<file path="config.mk">
export PLATFORM = sky130hd
export DESIGN_NAME = rx_tune_sweep
export DESIGN_NICKNAME = d
export VERILOG_FILES = /design/src/rtl/rx_tune_sweep.sv
export SDC_FILE = /design/constraint.sdc
export NUM_CORES = 1
export LEC_CHECK = 0
export BUFFER_PORTS_ARGS = -buffer_cell sky130_fd_sc_hd__buf_2
export CAP_MARGIN = 10
export CORE_ASPECT_RATIO = 0.8
export CORE_UTILIZATION = 50
export DETAILED_ROUTE_END_ITERATION = 12
export GPL_TIMING_DRIVEN = 0
export MAX_ROUTING_LAYER = met4
export PLACE_DENSITY = 0.69
export SYNTH_ARGS = -nofsm -noshare
export SYNTH_HDL_FRONTEND = slang
export SYNTH_SLANG_ARGS = --single-unit
</file>
<file path="constraint.sdc">
create_clock -name clk -period 4.8 [get_ports clk]
set_input_delay 0.48 -clock clk [delete_from_list [all_inputs] [get_ports clk]]
set_output_delay 0.48 -clock clk [all_outputs]
set_load 0.02 [all_outputs]
</file>
<file path="src/rtl/rx_tune_sweep.sv">
module rx_tune_sweep #(
  parameter int TUNE_W   = 6,
  parameter int LAST_TAP = 39,
  parameter int ACK_LAT  = 3
) (
  input  logic              clk,
  input  logic              rst_n,
  input  logic              start,
  input  logic              res_valid,
  input  logic              res_pass,
  output logic [TUNE_W-1:0] tune_val,
  output logic              commit,
  output logic              commit_busy,
  output logic              trial_req,
  output logic              done,
  output logic              error,
  output logic [TUNE_W-1:0] final_val
);
  localparam int CW = (ACK_LAT > 1) ? $clog2(ACK_LAT) : 1;
  localparam logic [TUNE_W-1:0] LAST = TUNE_W'(LAST_TAP);

  typedef enum logic [2:0] {S_IDLE, S_CMT, S_WAIT, S_REL, S_TRIAL, S_RES, S_PICK} st_t;
  st_t st;

  logic [TUNE_W-1:0] tap, cur, best, best_end;
  logic [CW-1:0]     cnt;
  logic              second, fin;
  wire  [TUNE_W-1:0] cur_inc = cur + 1'b1;

  assign tune_val    = tap;
  assign commit      = (st == S_CMT);
  assign commit_busy = (st == S_CMT) || (st == S_WAIT);
  assign trial_req   = (st == S_TRIAL);

  always_ff @(posedge clk) begin
    if (!rst_n) begin
      st <= S_IDLE;
      tap <= '0; cur <= '0; best <= '0; best_end <= '0;
      cnt <= '0; second <= 1'b0; fin <= 1'b0;
      done <= 1'b0; error <= 1'b0; final_val <= '0;
    end else begin
      case (st)
        S_IDLE: if (start) begin
          tap <= '0; cur <= '0; best <= '0; best_end <= '0;
          second <= 1'b0; fin <= 1'b0;
          done <= 1'b0; error <= 1'b0; final_val <= '0;
          st <= S_CMT;
        end
        S_CMT: begin
          cnt <= CW'(ACK_LAT - 1);
          st  <= S_WAIT;
        end
        S_WAIT: if (cnt == '0) st <= S_REL; else cnt <= cnt - 1'b1;
        S_REL: if (!second) begin
          second <= 1'b1;
          st     <= S_CMT;
        end else begin
          second <= 1'b0;
          if (fin) begin
            done      <= 1'b1;
            final_val <= tap;
            st        <= S_IDLE;
          end else st <= S_TRIAL;
        end
        S_TRIAL: st <= S_RES;
        S_RES: if (res_valid) begin
          if (res_pass) begin
            cur <= cur_inc;
            if (cur_inc > best) begin
              best     <= cur_inc;
              best_end <= tap;
            end
          end else cur <= '0;
          if (tap == LAST) st <= S_PICK;
          else begin
            tap <= tap + 1'b1;
            st  <= S_CMT;
          end
        end
        S_PICK: if (best == '0) begin
          error <= 1'b1;
          st    <= S_IDLE;
        end else begin
          tap <= best_end - (best >> 1);
          fin <= 1'b1;
          st  <= S_CMT;
        end
        default: st <= S_IDLE;
      endcase
    end
  end

  p_tap_bound_r4: assert property (@(posedge clk) disable iff (!rst_n)
    tune_val <= LAST);
  p_commit_gap_r3: assert property (@(posedge clk) disable iff (!rst_n)
    commit |-> !$past(commit_busy));
  p_busy_hold_r2: assert property (@(posedge clk) disable iff (!rst_n)
    (commit_busy && !commit) |-> $stable(tune_val));
  p_err_quiet_r8: assert property (@(posedge clk) disable iff (!rst_n)
    error |-> (!commit && final_val == '0));
  p_flag_excl_r11: assert property (@(posedge clk) disable iff (!rst_n)
    !(done && error));
  p_done_match_r9: assert property (@(posedge clk) disable iff (!rst_n)
    $rose(done) |-> (tune_val == final_val));
endmodule

</file>
==> results.md <==
## Drt
* 6.000 — vias per cell
* 5485 µm — drt total wl
* 0 — number of remaining DRC errors
* 15.72 µm — routed length per placed instance
* 2094 — total number of vias
* 5 — Detailed Routing Iterations Pass 1
* 0 — number of nets with antenna violations after detailed routing
* 137 — number of DRC markers in iteration 0

## Synthesis
* 284 — post-synth net total
* 8.256 µm² — average cell area after synthesis
* 2180 µm² — area of the mapped netlist
* 0% — share of synthesized flip-flops with an asynchronous set or reset
* 264 — Mapped Cells
* 35.82% — register area share after synthesis
* 42 — number of unique standard cell types used by synthesis
* 0 — number of enable flip-flop cells after synthesis
* dfxtp_1 — flip-flop cell with the highest count after synthesis
* 39 — total of flip-flops plus latches after synthesis
* 0 — count of yosys warnings during synthesis

## Die
* 61.06 µm — die height
* 75.82 µm — DIE WIDTH
* 52.17% — initial core utilization
* 4178 µm² — core box area
* 22 — number of placed I/O pins
* 21 — floorplan row count
* 4629 µm² — die footprint

## Layout
* 10.96% — share of layout cells above drive strength 1
* 403 — fillcell total
* 0 — number of diodes added for antenna fixing
* 311 — Layout Nets
* 2484 µm² — post-route cell area
* 349 — number of standard cells in the layout, taps in and fillers out
* 13.95% — Synth-to-Final Area Change
* 59.45% — final core area utilization

## GRT
* 26.54% — overall routing resource usage
* 1794 — vias in the first global route
* 8666 µm — global-route wire length before repair
* 13 — largest net degree at the start of global routing
* 0 — GRT overflow
* 0 — antenna violations before repair

## Clock network
* 0 — setup fix buffers added after clock tree synthesis
* 39 — TritonCTS Sinks
* 0 — cells resized by post-CTS repair
* 0 — number of hold buffers added after cts
* 0.08 ns — clk slew on worst S/H paths
* 2 — H-tree levels
* 2 — maximum clock path buffer count
* clkbuf_8 — cell at the root of the clock tree
* done — TritonCTS clock tree
* 5 — Inserted Clock Buffers
* 0.29 ns — source-to-sink clock delay at the later pin of the worst-skew pair

## Job
* 0 — max_cap viols

## Pwr
* 305.5 nW/µm² — power density over the cells
* 0.7588 mW — post-route total power
* 0.0002167 V — maximum VDD drop
* 0.9888 nW — Static Leak

## Setup path
* reg2reg — Crit Path Class
* register — Worst Setup Start Kind
* 2.18 ns — slack of the worst reg-to-reg path
* 0.44 ns — slowest stage delay, CP
* register — endpoint class of the critical path
* 10 — crit-path max FO
* compound AO/OA/AOI/OAI gates — CP top delay family
* clkbuf_1 — CP max stage cell
* 1 — Bufs and invs on worst path
* nand3_1 > nor2_1 > xor2_1 > ha_1 > nand4_1 > o21ai_0 > nor2_1 > a21oi_1 > clkbuf_1 > a22o_1 — Cell Chain, Critical Path
* 2.86 ns — arrival time reported for the critical path endpoint
* nor2_1 — most used cell, CP
* 5.03 ns — required time of the critical path

## Place
* 20 — Port-buffer cells
* 341 — placed instance count
* 0.8708 — final RePlAce weighted congestion
* 3973 µm — DP HPWL
* 2351 µm² — placed instance area
* 2.203 ns — worst slack after detailed placement

## Timing
* 2.177 ns — final setup slack of the worst path
* 0.008188 ns — Post-Route Skew
* 2.623 ns — final critical delay including setup and external delays
* 0.4741 ns — WHS
* 0.6215 ns — slew at the pin with the worst max-slew slack
* 0 — Hold Fails Final Rpt
* false — setup repair after global routing missed its margin
* 0.3813 GHz — maximum achievable frequency
* 0 — max-slew violation total from the final report
* 0 ns — sum of negative setup slack
* 58.32% — Slew HR
* 0 — setup violators final
* 54.64% — share of the cycle needed by the critical path after routing

## Hold path
* reg2reg — path category of the worst min-delay check

## Status
* finished clean — result of the run

sequential cells by signal, summed over array words and instances (netlist names), 2 cells and up:
register and flops:
st 3, best_end 6, tune_val 6, cur 6, final_val 6, cnt 2
best 6
cell usage in the layout (no fill, tap or decap), types with 2 or more instances in the layout:
cell and instances:
inv_1 18, mux2i_1 3, dfxtp_1 39, xnor2_1 5, a31oi_1 5, nand4_1 8, bufinv_16 2, buf_2 22
and3b_1 3, nor3_1 5, clkbuf_1 11, ha_1 14, o221ai_1 4, nand2_1 17, nor2_1 23, nor2b_1 4
nand3b_1 2, a22o_1 12, nand2b_1 7, nand3_1 15, o32ai_1 2, clkbuf_8 5, a21o_1 4, o21ai_0 10
xor2_1 2, a21oi_1 31, a311oi_1 2
cell type report:
| type | count | area (µm²) | share of cell area (%) |
|---|---|---|---|
| multi-input combinational | 194 | 1280 | 51.54 |
| sequential | 39 | 780.7 | 31.44 |
| timing repair buffer | 20 | 100.1 | 4.030 |
| clock buffer | 6 | 72.57 | 2.922 |
| tap | 57 | 71.32 | 2.872 |
| inverter | 18 | 67.56 | 2.720 |
| clock inverter | 2 | 60.06 | 2.418 |
| buffer | 13 | 51.30 | 2.065 |
tightest hold or removal path, stage by stage (launching register included):
cell and delay [ns]:
dfxtp_1 0.32, nand2b_1 0.06, a21oi_1 0.05
cell families after synthesis:
group                    Yosys count  share of synthesized area [%]
flip-flops                        39                          35.82
XOR/XNOR                           7                          2.813
AO/OA/AOI/OAI                     80                          24.80
AND/OR/NAND/NOR                   89                          20.78
adder cells (fa/ha/maj)           15                          8.955
buffers and inverters             31                          5.453
multiplexers                       3                          1.378
synthesized netlist by cell type, drive strengths merged, types with 7 or more instances:
cell type / count / share of area (%)
inv: 18 / 3.1
nor2: 23 / 4.0
o21ai: 10 / 2.3
nand4: 8 / 2.3
clkbuf: 10 / 1.7
nand2: 17 / 2.9
dfxtp: 39 / 36
ha: 14 / 8.0
a22o: 12 / 4.8
a21oi: 31 / 7.1
nand2b: 7 / 2.0
nand3: 15 / 3.4
power breakdown:
group | internal [mW] | leakage [nW] | total (mW) | switching, mW
logic | 0.0321 | 0.608 | 0.0988 | 0.0667
clock network | 0.208 | 0.0654 | 0.325 | 0.117
registers | 0.329 | 0.315 | 0.335 | 0.00606
total | 0.569 | 0.989 | 0.759 | 0.190
worst paths after layout:
path,start,end,depth (start not counted)
min,final_val[0],final_val[0],2
max reg2reg,cur[2],best_end[5],10
min reg2reg,final_val[0],final_val[0],2
max,cur[2],best_end[5],10
per-layer routing:
layer / track usage, % / vias up / wire, µm
met2: 36.16 / 68 / 2274
li1: - / 1020 / -
met1: 39.03 / 1001 / 2826
met4: 7.672 / 0 / 48
met3: 5.565 / 5 / 335
met5: - / - / 0
Power figures use the tool's default switching activity.
